[src/rtl/dac_sched_pkg.sv]
package dac_sched_pkg;
  localparam logic [1:0] ADDR_CTL  = 2'd0;
  localparam logic [1:0] ADDR_LOW  = 2'd1;
  localparam logic [1:0] ADDR_HIGH = 2'd2;

  localparam logic [2:0] MODE_DEMAND = 3'b111;
  localparam logic [2:0] MODE_TIMER  = 3'b100;
  localparam logic [2:0] MODE_PIN    = 3'b101;

  typedef struct packed {
    logic wrLow;
    logic wrHigh;
    logic commit;
    logic fromBus;
  } strobe_t;
endpackage

[src/rtl/dac_sched_ctrl.sv]
module dac_sched_ctrl
  import dac_sched_pkg::*;
#(
  parameter int SYNC_STAGES = 2
) (
  input  logic       clk,
  input  logic       rstN,
  input  logic [1:0] busAddr,
  input  logic       busWr,
  input  logic [7:0] busWrData,
  input  logic       timerOvf,
  input  logic       extTrig,
  output strobe_t    strobes,
  output logic       ctlEnable,
  output logic [1:0] ctlRange,
  output logic [7:0] ctlByte
);
  logic [2:0] ctlMode;
  logic [SYNC_STAGES:0] syncChain;
  logic extEdge;
  logic wrCtl;

  assign wrCtl = busWr && (busAddr == ADDR_CTL);

  always_ff @(posedge clk or negedge rstN) begin
    if (!rstN) begin
      ctlEnable <= 1'b0;
      ctlMode   <= MODE_DEMAND;
      ctlRange  <= 2'b00;
    end else if (wrCtl) begin
      ctlEnable <= busWrData[7];
      ctlMode   <= busWrData[6:4];
      ctlRange  <= (busWrData[1:0] == 2'b11) ? 2'b10 : busWrData[1:0];
    end
  end

  assign ctlByte = {ctlEnable, ctlMode, 2'b00, ctlRange};

  // Synchronizer chain plus one extra stage used for edge detection.
  always_ff @(posedge clk or negedge rstN) begin
    if (!rstN) syncChain[0] <= 1'b0;
    else       syncChain[0] <= extTrig;
  end

  for (genvar i = 1; i <= SYNC_STAGES; i++) begin : gSync
    always_ff @(posedge clk or negedge rstN) begin
      if (!rstN) syncChain[i] <= 1'b0;
      else       syncChain[i] <= syncChain[i-1];
    end
  end

  assign extEdge = syncChain[SYNC_STAGES-1] && !syncChain[SYNC_STAGES];

  always_comb begin
    strobes.wrLow   = busWr && (busAddr == ADDR_LOW);
    strobes.wrHigh  = busWr && (busAddr == ADDR_HIGH);
    strobes.fromBus = (ctlMode == MODE_DEMAND) && strobes.wrHigh;
    strobes.commit  = strobes.fromBus
                   || ((ctlMode == MODE_TIMER) && timerOvf)
                   || ((ctlMode == MODE_PIN) && extEdge);
  end

  AST_EDGE_SINGLE: assert property (@(posedge clk) disable iff (!rstN)
    extEdge |=> !extEdge);
  AST_COMMIT_MODE: assert property (@(posedge clk) disable iff (!rstN)
    strobes.commit |-> (ctlMode == MODE_DEMAND || ctlMode == MODE_TIMER || ctlMode == MODE_PIN));
  AST_RANGE_LEGAL: assert property (@(posedge clk) disable iff (!rstN)
    ctlRange != 2'b11);
endmodule

[src/rtl/dac_sched_dpath.sv]
module dac_sched_dpath
  import dac_sched_pkg::*;
#(
  parameter int DATA_W = 10,
  parameter int BUS_W  = 8
) (
  input  logic              clk,
  input  logic              rstN,
  input  strobe_t           strobes,
  input  logic [BUS_W-1:0]  busWrData,
  input  logic [1:0]        busAddr,
  input  logic [BUS_W-1:0]  ctlByte,
  output logic [BUS_W-1:0]  busRdData,
  output logic [DATA_W-1:0] dacCode
);
  localparam int LOW_W = DATA_W - BUS_W;
  localparam int PAD_W = BUS_W - LOW_W;

  logic [BUS_W-1:0] stagedHigh;
  logic [LOW_W-1:0] stagedLow;

  always_ff @(posedge clk or negedge rstN) begin
    if (!rstN) begin
      stagedHigh <= '0;
      stagedLow  <= '0;
    end else begin
      if (strobes.wrLow)  stagedLow  <= busWrData[BUS_W-1 -: LOW_W];
      if (strobes.wrHigh) stagedHigh <= busWrData;
    end
  end

  always_ff @(posedge clk or negedge rstN) begin
    if (!rstN) dacCode <= '0;
    else if (strobes.commit) begin
      if (strobes.fromBus) dacCode <= {busWrData, stagedLow};
      else                 dacCode <= {stagedHigh, stagedLow};
    end
  end

  always_comb begin
    case (busAddr)
      ADDR_CTL:  busRdData = ctlByte;
      ADDR_LOW:  busRdData = {stagedLow, {PAD_W{1'b0}}};
      ADDR_HIGH: busRdData = stagedHigh;
      default:   busRdData = '0;
    endcase
  end

  AST_LOW_HOLDS: assert property (@(posedge clk) disable iff (!rstN)
    (strobes.wrLow && !strobes.commit) |=> $stable(dacCode));
  AST_DEMAND_LOAD: assert property (@(posedge clk) disable iff (!rstN)
    (strobes.commit && strobes.fromBus) |=> (dacCode[DATA_W-1 -: BUS_W] == $past(busWrData)));
endmodule

[src/rtl/dac_sched_regif.sv]
module dac_sched_regif
  import dac_sched_pkg::*;
#(
  parameter int DATA_W      = 10,
  parameter int SYNC_STAGES = 2
) (
  input  logic              clk,
  input  logic              rstN,
  input  logic [1:0]        busAddr,
  input  logic              busWr,
  input  logic [7:0]        busWrData,
  output logic [7:0]        busRdData,
  input  logic              timerOvf,
  input  logic              extTrig,
  output logic [DATA_W-1:0] dacCode,
  output logic              dacEnable,
  output logic [1:0]        dacRange,
  output logic              padOwnDac,
  output logic              gpioDrvOff,
  output logic              gpioPullOff
);
  strobe_t strobes;
  logic [7:0] ctlByte;
  logic ctlEnable;

  dac_sched_ctrl #(.SYNC_STAGES(SYNC_STAGES)) uCtrl (
    .clk(clk), .rstN(rstN), .busAddr(busAddr), .busWr(busWr),
    .busWrData(busWrData), .timerOvf(timerOvf), .extTrig(extTrig),
    .strobes(strobes), .ctlEnable(ctlEnable), .ctlRange(dacRange),
    .ctlByte(ctlByte)
  );

  dac_sched_dpath #(.DATA_W(DATA_W), .BUS_W(8)) uDpath (
    .clk(clk), .rstN(rstN), .strobes(strobes), .busWrData(busWrData),
    .busAddr(busAddr), .ctlByte(ctlByte), .busRdData(busRdData),
    .dacCode(dacCode)
  );

  assign dacEnable   = ctlEnable;
  assign padOwnDac   = ctlEnable;
  assign gpioDrvOff  = ctlEnable;
  assign gpioPullOff = ctlEnable;
endmodule

[config.mk]
export PLATFORM = sky130hd
export DESIGN_NAME = dac_sched_regif
export DESIGN_NICKNAME = d
export VERILOG_FILES = /design/src/rtl/dac_sched_pkg.sv /design/src/rtl/dac_sched_ctrl.sv /design/src/rtl/dac_sched_dpath.sv /design/src/rtl/dac_sched_regif.sv
export SDC_FILE = /design/constraint.sdc
export NUM_CORES = 1
export LEC_CHECK = 0
export ABC_AREA = 1
export CORE_ASPECT_RATIO = 2
export CORE_MARGIN = 3
export CORE_UTILIZATION = 47
export DETAILED_ROUTE_END_ITERATION = 10
export PLACE_DENSITY_LB_ADDON = 0.05
export SLEW_MARGIN = 15
export SYNTH_ARGS = -nofsm -noshare
export SYNTH_HDL_FRONTEND = slang
export SYNTH_SLANG_ARGS = --single-unit
[constraint.sdc]
create_clock -name clk -period 1.55 [get_ports clk]
set_input_delay 0.2325 -clock clk [delete_from_list [all_inputs] [get_ports clk]]
set_output_delay 0.2325 -clock clk [all_outputs]
set_load 0.005 [all_outputs]
==> results of run 1 <==
-- logic make-up (layout without fill, tap and decap cells) --
kind of cell / count (synthesis) / after routing / synth area share [%]
simple gates: 84 / 84 / 31.6
compound gates: 23 / 23 / 8.59
buf+inv: 30 / 83 / 9.20
flops: 29 / 29 / 50.6
-- placed cells by master, fill, tap and decap left out, drive strengths merged --
cell and count:
buf 13, inv 24, clkdlybuf4s15 1, o22ai 3
nor2 18, o21ai 18, clkbuf 8, o211ai 1
clkdlybuf4s50 28, nand3 21, nand2 45, dfrtp 26
o21a 1, dfstp 3, dlygate4sd2 9
-- timing repair --
action / 4_1_cts / 5_1_grt
resized for setup: 14 / 1
endpoints found under the setup margin: 8 / 2
pin swaps: 1 / 0
-- stage by stage --
| stage | setup WS, ns | instances | area, sq um | hold slack [ns] | power, mW |
|---|---|---|---|---|---|
| final | 0.0801 | 248 | 1990 | 0.343 | 2.51 |
| after global routing | 0.0267 | 248 | 1990 | 0.363 | 2.68 |
| after CTS | 0.0422 | 248 | 1990 | 0.356 | 2.54 |
| after detailed placement | -0.407 | 240 | 1910 | 0.354 | 1.97 |
| after global placement | -0.387 | 240 | 1910 | 0.336 | 1.94 |
| after floorplan | 0.364 | 166 | 1440 | -0.0631 | 1.47 |
-- metal layers --
layer	track usage (%)	vias up
met5	0	-
met4	6.67	0
met3	7.08	4
met2	33.3	25
met1	22.8	549
li1	-	624
-- state kept, by name, summed over array words and instances (netlist names) --
signal	count
uCtrl.ctlEnable	1
uCtrl.ctlMode	3
uCtrl.ctlRange	2
uCtrl.syncChain	3
uDpath.dacCode	10
uDpath.stagedHigh	8
uDpath.stagedLow	2
-- path summary, 6_finish.rpt --
| kind | to | cells after the start |
|---|---|---|
| worst max-delay path | busRdData[5] | 3 |
| worst min-delay path | uDpath.stagedLow[1] | 2 |
| worst max register to register | uDpath.dacCode[7] | 6 |
| worst min register to register | uCtrl.syncChain[1] | 0 |
| max in group asynchronous | uCtrl.ctlMode[2] | 2 |
| min in group clk | uCtrl.syncChain[1] | 0 |
-- power by group through the flow --
stage          Combinational (mW)  Sequential, mW  Clock, mW
2_1_floorplan               0.365            1.11          0
3_3_place_gp                0.839            1.10          0
3_5_place_dp                0.862            1.11          0
4_1_cts                     0.850            1.10      0.593
5_1_grt                     0.935            1.12      0.626
6_report                    0.833            1.10      0.581
-- layout make-up --
type	instances	share of cell area [%]
inverter	24	4.53
clock buffer	8	4.03
multi-input combinational	107	29.4
sequential	29	36.7
timing repair buffer	51	23.5
tap	29	1.82
-- worst reg2reg max path, cell delays in order (launching register included) --
cell	delay, ns
dfstp_2	0.52
buf_4	0.12
nand3_1	0.17
nor2_4	0.25
nand2_1	0.09
nand3_2	0.07
nand2_1	0.04
==> results.ini, run 1 <==
[placed_design]
port_buffers=38
hpwl_microns=2580
gp_congestion=0.802

[power_and_ir_drop]
sw_frac_of_total_pct=29.2
clkPwrFrac_pct=23.1
p_comb_share_pct=33.2
internal_power_mw=1.78
power_density_mw_per_mm2=1260
seqPwrFrac_pct=43.7
p_leak_nw=0.977
ir_worst_vdd_uv=799
total_switching_power_mw=0.735

[worst_setup_path]
reg2reg_slack_ns=0.17
cp-end-kind=primary output
cp_slowest_cell=dfstp_2
reg2reg_from=uCtrl.ctlMode[2]
critical_path.cell_chain=inv_1 > o22ai_1 > dlygate4sd2_1
critPathTopFamily=flip-flops
crit_start=uCtrl.ctlMode[1]
crit_type=reg2out
critPathMaxStageDelay_ns=0.53
cp-start-kind=register
critPathMaxFanout=3
cp.arrival_ns=1.24
path_buf_inv=2
critPathRequiredTime_ns=1.32

[floorplan]
start_util_pct=50.8
pin_count=39
die-area_sq_mm=0.00381
fp-row-count=27
die_h_microns=84.3
fp.dieW_microns=45.2
core_area_sq_mm=0.00284

[clocking]
cts_buffers=5
cts_hold_buf=0
h-tree-depth=2
cts_buffer_depth=2
cts.clk_slew.worst_paths_ns=0.06
root_buffer=clkbuf_8
cts_sinks=29
worstSkewPairLatency_ns=0.28
post_cts_buffers=0
cts_tree=done

[run_status]
status=finished clean

[detailed_routing]
antenna_left=0
viasPerCell=4.85
top_layer=met4
met3_length_microns=117
dr.pass1.iters=4
drc_errors=0
wl_met2_microns=1810
wirelength_microns=3270
vias=1202
wl_per_cell_microns=13.2
m1WireLength_microns=1320
first_iter_violations=26

[layout]
utilization_pct=70.1
multi_input_area_sq_um=584
layout.nets=233
area.sequential_sq_um=731
nFillCells=248
layout-drive-gt1-share_pct=21.9
syn_to_final_growth_pct=38.0
num_antenna_cells=0

[global_routing]
grt_pass1_wl_microns=5640
grt_max_degree=30
gr-total-overflow=0
grt.total_usage_pct=20.0
grt_antenna_before_repair=0
grt_pass1_vias=1245

[yosys]
synthCells=166
synth.yosys.seq_area_share_pct=50.6
synth_seq_cells=29
yosysMostFrequentCell=nand2_1
synth_top_cell_by_area=dfrtp_1
synth_cell_types=21
syn_avg_cell_area_sq_um=8.68
synth_flop_cell=dfrtp_1
synthesis.nets=181
yosys_warnings=0
synth_top_cells_by_area=dfrtp_1 (45%), nand2_1 (11%), nand3_1 (6.3%)
synth_top_cells_by_count=nand2_1 (41), dfrtp_1 (26), inv_1 (21)
syn_area_sq_mm=0.00144
async_reset_ff_share_pct=100
synth_edf_count=0
synth_top_area_share_pct=45.1

[sta]
setup_viol=0
fin_skew_ns=0.00510
period_minus_slack_ns=1.47
hold_viol=0
max_freq_mhz=680
max-slew-margin-rel_pct=75.5
tns_ns=0
grt_setup_unrepaired=no
tightest_slew_ns=0.367
finalCritPeriodShare_pct=94.8
drv_slew=0

[min_path]
hp-class=in2async

[flow_run]
cap_violations=0

Power figures use the tool's default switching activity.
==> run 2: changes to the inputs <==
Settings changed: CORE_MARGIN 3 to 5, CORE_UTILIZATION 47 to 48, SYNTH_HIERARCHICAL set to 1.
==> run 2 against run 1 <==
Against the previous run: design area rose by 4.1%; largest cell class unchanged; clock skew barely moved; critical endpoint is now busRdData[1]; synthesized cell count rose by 14%; via count rose by 9.9%; sequential share of layout area fell by 1.5 points.
==> results.ini, run 2 <==
[run_status]
status=finished clean  ; unchanged

[worst_setup_path]
critPathMaxStageDelay_ns=0.24  ; was 0.53 ns
cp.arrival_ns=1.27  ; was 1.24 ns
cp-end-kind=primary output  ; unchanged
cp_common_cell=buf_4
cp-start-kind=input port  ; was register
critPathMaxFanout=3  ; unchanged
cp_slowest_cell=dlygate4sd2_1  ; was dfstp_2
critical_path.cell_chain=dlygate4sd2_1 > buf_6 > nor2_4 > buf_4 > buf_4 > nand2_1 > o21ai_2 > clkdlybuf4s15_2  ; was inv_1 > o22ai_1 > dlygate4sd2_1
crit_type=in2out  ; was reg2out
critPathRequiredTime_ns=1.32  ; about the same

[sta]
finalCritPeriodShare_pct=96.7  ; was 94.8%
hold_viol=0  ; unchanged
grt_setup_unrepaired=no  ; unchanged
period_minus_slack_ns=1.50  ; was 1.47 ns
setup_viol=0  ; unchanged
drv_slew=0  ; unchanged
fin_skew_ns=0.00524  ; was 0.00510 ns
tns_ns=0  ; unchanged
max_freq_mhz=667  ; was 680 MHz

[clocking]
cts_buffer_depth=2  ; unchanged
cts_tree=done  ; unchanged
cts_hold_buf=0  ; unchanged
cts.clk_slew.worst_paths_ns=0.06  ; about the same
cts_sinks=29  ; unchanged
worstSkewPairLatency_ns=0.28  ; about the same
cts_buffers=5  ; unchanged
root_buffer=clkbuf_8  ; unchanged
h-tree-depth=2  ; unchanged

[yosys]
yosys_warnings=6  ; was 0
synth_top_cells_by_count=nand2_1 (71), dfrtp_1 (26), inv_1 (25)  ; was nand2_1 (41), dfrtp_1 (26), inv_1 (21)
synth-compound-area-share_pct=7.36  ; was 8.59%
synthAdderAreaFrac_pct=0  ; unchanged
async_reset_ff_share_pct=100  ; unchanged
syn_area_sq_mm=0.00151  ; was 0.00144 sq mm
synth.yosys.seq_area_share_pct=48.2  ; was 50.6%
synth_flop_cell=dfrtp_1  ; unchanged
synth_seq_cells=29  ; unchanged
yosysMostFrequentCell=nand2_1  ; unchanged
synth_top_area_share_pct=43.0  ; was 45.1%
synthCells=190  ; was 166
synth_top_family_by_area=simple AND/OR/NAND/NOR gates  ; unchanged
synthSimpleGateAreaFrac_pct=30.3  ; was 31.6%
synth_mux_area_share_pct=0  ; unchanged
synth_cell_types=18  ; was 21
synth_edf_count=0  ; unchanged
synth_top_cells_by_area=dfrtp_1 (43%), nand2_1 (18%), nand3_1 (6.3%)  ; was dfrtp_1 (45%), nand2_1 (11%), nand3_1 (6.3%)
syn_avg_cell_area_sq_um=7.96  ; was 8.68 sq um
synth_top_cell_by_area=dfrtp_1  ; unchanged
synth_xor_xnor_area_share_pct=0  ; unchanged

[power_and_ir_drop]
power_density_mw_per_mm2=1300  ; was 1260 mW/mm^2
p_leak_nw=1.09  ; was 0.977 nW
total_power_mw=2.69  ; was 2.51 mW
ir_worst_vdd_uv=754  ; was 799 uV

[global_routing]
grt_max_degree=30  ; unchanged
grt_pass1_wl_microns=6310  ; was 5640 microns
gr-total-overflow=0  ; unchanged
grt.total_usage_pct=18.2  ; was 20.0%
grt_antenna_before_repair=0  ; unchanged
grt_pass1_vias=1438  ; was 1245

[detailed_routing]
wl_per_cell_microns=13.2  ; about the same
antenna_left=0  ; unchanged
wirelength_microns=3600  ; was 3270 microns
dr.pass1.iters=4  ; unchanged
viasPerCell=4.84  ; was 4.85
vias=1321  ; was 1202
first_iter_violations=18  ; was 26
drc_errors=0  ; unchanged

[layout]
syn_to_final_growth_pct=36.9  ; was 38.0%
area.sequential_sq_um=729  ; was 731 sq um
multi_input_area_sq_um=577  ; was 584 sq um
layout.nets=256  ; was 233
largestRegisters=uDpath/dacCode: 10 flops, uDpath/stagedHigh: 8 flops  ; was uDpath.dacCode: 10 flops, uDpath.stagedHigh: 8 flops
nFillCells=277  ; was 248
regMostFlops=uDpath/dacCode  ; was uDpath.dacCode
largest_reg_flops=10  ; unchanged
layout_commonest_cell=nand2_1  ; unchanged
num_antenna_cells=0  ; unchanged
layout-drive-gt1-share_pct=19.8  ; was 21.9%
fin_area_sq_mm=0.00207  ; was 0.00199 sq mm
layout_common_cells=nand2_1 (71), clkdlybuf4s50_1 (28), dfrtp_1 (26), inv_1 (24), nand3_1 (19)  ; was nand2_1 (41), clkdlybuf4s50_1 (28), dfrtp_1 (25), inv_1 (21), nand3_1 (18)

[placed_design]
port_buffers=38  ; unchanged
hpwl_microns=2630  ; was 2580 microns
dpl-instance-area_sq_mm=0.00191  ; about the same
gp_congestion=0.823  ; was 0.802

[floorplan]
fp.dieW_microns=49.7  ; was 45.2 microns
fp-row-count=29  ; was 27
die_h_microns=89.4  ; was 84.3 microns
pin_count=39  ; unchanged
start_util_pct=48.5  ; was 50.8%
die-area_sq_mm=0.00444  ; was 0.00381 sq mm
core_area_sq_mm=0.00312  ; was 0.00284 sq mm

[min_path]
hp-class=in2async  ; unchanged

[flow_run]
cap_violations=0  ; unchanged

-- run 2: changes by cell type in the layout (fill, tap and decap cells not counted), moves of 3 or more --
cell / before / now
buf_4: 13 / 17
inv_1: 21 / 24
nand2_1: 41 / 71
nor2_2: 10 / 0
o21ai_0: 6 / 9
o21ai_1: 12 / 0
o21ai_2: 0 / 7
o22ai_1: 3 / 0
-- run 2: final cells by class --
type	count	area share, %
sequential	29	35.2
multi-input combinational	122	27.9
timing repair buffer	56	24.5
inverter	27	4.89
clock buffer	7	4.17
tap	31	1.87
clock inverter	1	1.45
-- run 2: stage by stage --
step / hold slack, ns / util (%) / worst slack, ns / std cells
global placement: 0.340 / 61.2 / -0.356 / 258
CTS: 0.338 / 66.5 / 0.00278 / 273
floorplan: -0.0631 / - / 0.244 / 191
finish: 0.337 / 66.4 / 0.0510 / 273
detailed placement: 0.350 / 61.2 / -0.406 / 258
global route: 0.377 / 66.4 / 0.00487 / 273
-- run 2: power breakdown --
| part | total [mW] | switching (mW) | internal [mW] |
|---|---|---|---|
| registers | 1.08 | 0.113 | 0.971 |
| logic | 0.803 | 0.340 | 0.464 |
| clock network | 0.805 | 0.282 | 0.523 |
| total | 2.69 | 0.734 | 1.96 |
-- run 2: kinds of logic (layout without fill, tap and decap cells) --
group                  Yosys count  in the layout
AO/OA/AOI/OAI                   17             17
buffers and inverters           40             91
flip-flops                      29             29
other                            1              2
AND/OR/NAND/NOR                103            103
-- run 2: critical path: cells and delay by family --
family / cells / cell delay, ns
compound gates: 1 / 0.06
buf+inv: 5 / 0.82
simple gates: 2 / 0.17
-- run 2: final timing paths --
check | startpoint | end | slack, ns | cells past startpoint
hold / removal | rstN | uCtrl/syncChain[0] | 0.34 | 2
setup / recovery | busAddr[1] | busRdData[1] | 0.05 | 8
setup reg to reg | uCtrl/ctlMode[0] | uDpath/dacCode[4] | 0.18 | 8
hold reg to reg | uCtrl/syncChain[0] | uCtrl/syncChain[1] | 0.36 | 0
min in group clk | uCtrl/syncChain[0] | uCtrl/syncChain[1] | 0.36 | 0
max in group asynchronous | rstN | uCtrl/ctlMode[0] | 0.89 | 2
-- run 2: layer usage --
metal | part of all wire [%] | global-route usage [%]
met5 | 0 | 0
met4 | 2.6 | 9.31
met3 | 4.8 | 5.34
met2 | 54 | 32.4
met1 | 39 | 18.9
-- run 2: repair_timing --
action,CTS,global route
buffers inserted,7,0
pin swaps,1,1
resized for setup,16,2
hold endpoints to repair,0,0
setup endpoints to repair,8,2
==> run 3: changes to the inputs <==
Settings changed: CORE_MARGIN 5 to not set, CORE_UTILIZATION 48 to 35.
==> run 3 against run 2 <==
Against the previous run: sequential power hardly changed; hold slack better by 0.012 ns; maximum frequency is 0.80% higher; first-iteration DRC count is 61% higher; register-to-register slack worse by 0.03 ns; total power is 0.20% higher; die area is 3.7% higher; global-route usage is 1.5 points lower.
==> results.ini, run 3 (same netlist as run 2, synthesis figures left out) <==
[run_status]
status=finished clean  ; unchanged

[worst_setup_path]
critPathRequiredTime_ns=1.32  ; about the same
critPathMaxFanout=5  ; was 3
critPathMaxStageDelay_ns=0.26  ; was 0.24 ns
cp_common_cell=dlygate4sd2_1  ; was buf_4
reg2reg_from=uCtrl/ctlMode[0]  ; unchanged
path_buf_inv=4  ; was 5
cp_slowest_cell=dlygate4sd2_1  ; unchanged
cp.arrival_ns=1.25  ; was 1.27 ns
critPathTopFamily=buffers and inverters  ; unchanged
cp-end-kind=primary output  ; unchanged
reg2reg_slack_ns=0.15  ; was 0.18 ns
r2r_cells=9  ; was 8
critical_path.cell_chain=dlygate4sd2_1 > buf_12 > nor2_4 > buf_6 > nand2_1 > nand3_1 > dlygate4sd2_1  ; was dlygate4sd2_1 > buf_6 > nor2_4 > buf_4 > buf_4 > nand2_1 > o21ai_2 > clkdlybuf4s15_2
r2r-end=uDpath/dacCode[3]  ; was uDpath/dacCode[4]
crit_start=busAddr[1]  ; unchanged
crit_path_end=busRdData[6]  ; was busRdData[1]
cp_num_cells=7  ; was 8
cp-start-kind=input port  ; unchanged
crit_type=in2out  ; unchanged

[sta]
max_freq_mhz=672  ; was 667 MHz
setup_viol=0  ; unchanged
finalCritPeriodShare_pct=95.9  ; was 96.7%
fin_skew_ns=0.00308  ; was 0.00524 ns
hold_viol=0  ; unchanged
period_minus_slack_ns=1.49  ; was 1.50 ns
drv_slew=0  ; unchanged
grt_setup_unrepaired=no  ; unchanged
tns_ns=0  ; unchanged
setup_ws_ns=0.0630  ; was 0.0510 ns

[detailed_routing]
vias=1267  ; was 1321
wl_per_cell_microns=11.6  ; was 13.2 microns
first_iter_violations=29  ; was 18
viasPerCell=4.32  ; was 4.84
wirelength_microns=3400  ; was 3600 microns
dr.pass1.iters=4  ; unchanged
antenna_left=0  ; unchanged
drc_errors=0  ; unchanged

[global_routing]
grt_pass1_wl_microns=5810  ; was 6310 microns
grt_max_degree=30  ; unchanged
grt_antenna_before_repair=0  ; unchanged
gr-total-overflow=0  ; unchanged
grt_pass1_vias=1292  ; was 1438
grt.total_usage_pct=16.7  ; was 18.2%

[placed_design]
placedCellCount=278  ; was 258
dpl-instance-area_sq_mm=0.00194  ; was 0.00191 sq mm
hpwl_microns=2550  ; was 2630 microns
pre_cts_slack_ns=-0.398  ; was -0.406 ns
port_buffers=38  ; unchanged
gp_congestion=0.816  ; was 0.823

[clocking]
cts_hold_buf=0  ; unchanged
cts.clk_slew.worst_paths_ns=0.06  ; about the same
cts_tree=done  ; unchanged
cts_buffers=5  ; unchanged
root_buffer=clkbuf_8  ; unchanged
h-tree-depth=2  ; unchanged
worstSkewPairLatency_ns=0.27  ; was 0.28 ns
cts_buffer_depth=2  ; unchanged
cts_sinks=29  ; unchanged

[layout]
utilization_pct=51.2  ; was 66.4%
largest_reg_flops=10  ; unchanged
largestRegisters=uDpath/dacCode: 10 flops, uDpath/stagedHigh: 8 flops  ; unchanged
stdcell_count=293  ; was 273
layout_commonest_cell=nand2_1  ; unchanged
regMostFlops=uDpath/dacCode  ; unchanged
syn_to_final_growth_pct=39.9  ; was 36.9%
nFillCells=429  ; was 277
num_antenna_cells=0  ; unchanged
fin_area_sq_mm=0.00212  ; was 0.00207 sq mm
layout_common_cells=nand2_1 (71), clkdlybuf4s50_1 (28), dfrtp_1 (26), inv_1 (23), nand3_1 (19)  ; was nand2_1 (71), clkdlybuf4s50_1 (28), dfrtp_1 (26), inv_1 (24), nand3_1 (19)
layout-drive-gt1-share_pct=19.1  ; was 19.8%
layout.nets=255  ; was 256

[floorplan]
die-area_sq_mm=0.00460  ; was 0.00444 sq mm
pin_count=39  ; unchanged
fp.dieW_microns=48.5  ; was 49.7 microns
die_h_microns=95.0  ; was 89.4 microns
core_area_sq_mm=0.00413  ; was 0.00312 sq mm
fp-row-count=33  ; was 29
start_util_pct=36.6  ; was 48.5%

[min_path]
hp-class=reg2reg  ; was in2async

[power_and_ir_drop]
power_density_mw_per_mm2=1270  ; was 1300 mW/mm^2
p_leak_nw=1.10  ; was 1.09 nW
ir_worst_vdd_uv=845  ; was 754 uV

[flow_run]
cap_violations=0  ; unchanged

run 3: layout make-up:
type                            count  area [sq um]  area share (%)
Timing Repair Buffer               55           527            24.9
Clock inverter                      1          30.0            1.42
Tap cell                           52          65.1            3.08
Inverter                           27           101            4.79
Sequential cell                    29           729            34.5
Multi-Input combinational cell    122           577            27.3
Clock buffer                        7          86.3            4.08
run 3: worst min path at each step:
| stage | startpoint | to | slack (ns) | cells after the start |
|---|---|---|---|---|
| 4_1_cts | rstN | uDpath/stagedLow[0] | 0.36 | 2 |
| 3_5_place_dp | uCtrl/syncChain[0] | uCtrl/syncChain[1] | 0.34 | 0 |
| 6_report | uCtrl/syncChain[0] | uCtrl/syncChain[1] | 0.35 | 0 |
| 5_1_grt | uCtrl/syncChain[0] | uCtrl/syncChain[1] | 0.36 | 0 |
| 2_1_floorplan | rstN | uCtrl/ctlEnable | -0.06 | 0 |
| 3_3_place_gp | uCtrl/syncChain[0] | uCtrl/syncChain[1] | 0.34 | 0 |
run 3: stage by stage:
stage | power (mW) | hold WS, ns
2_1_floorplan | 1.44 | -0.0631
3_3_place_gp | 1.89 | 0.341
3_5_place_dp | 1.90 | 0.342
4_1_cts | 2.74 | 0.356
5_1_grt | 2.87 | 0.365
6_report | 2.70 | 0.350
run 3: per-layer routing:
metal,part of all wire (%),GRT usage [%]
met1,42,17.3
met2,53,31.8
met3,3.5,3.22
met4,1.5,7.84
met5,0,0
run 3: where the power goes:
part / switching, mW / internal, mW / total [mW] / leakage [nW]
Combinational: 0.335 / 0.475 / 0.810 / 0.687
Sequential: 0.107 / 0.970 / 1.08 / 0.352
Clock: 0.286 / 0.524 / 0.810 / 0.0585
Total: 0.729 / 1.97 / 2.70 / 1.10
run 3: what timing repair did:
| item | in CTS | in global routing |
|---|---|---|
| endpoints found under the setup margin | 8 | 4 |
| pin swaps | 1 | 0 |
| gates resized for setup | 13 | 2 |
| endpoints found under the hold margin | 0 | 0 |
| buffers inserted | 7 | 0 |
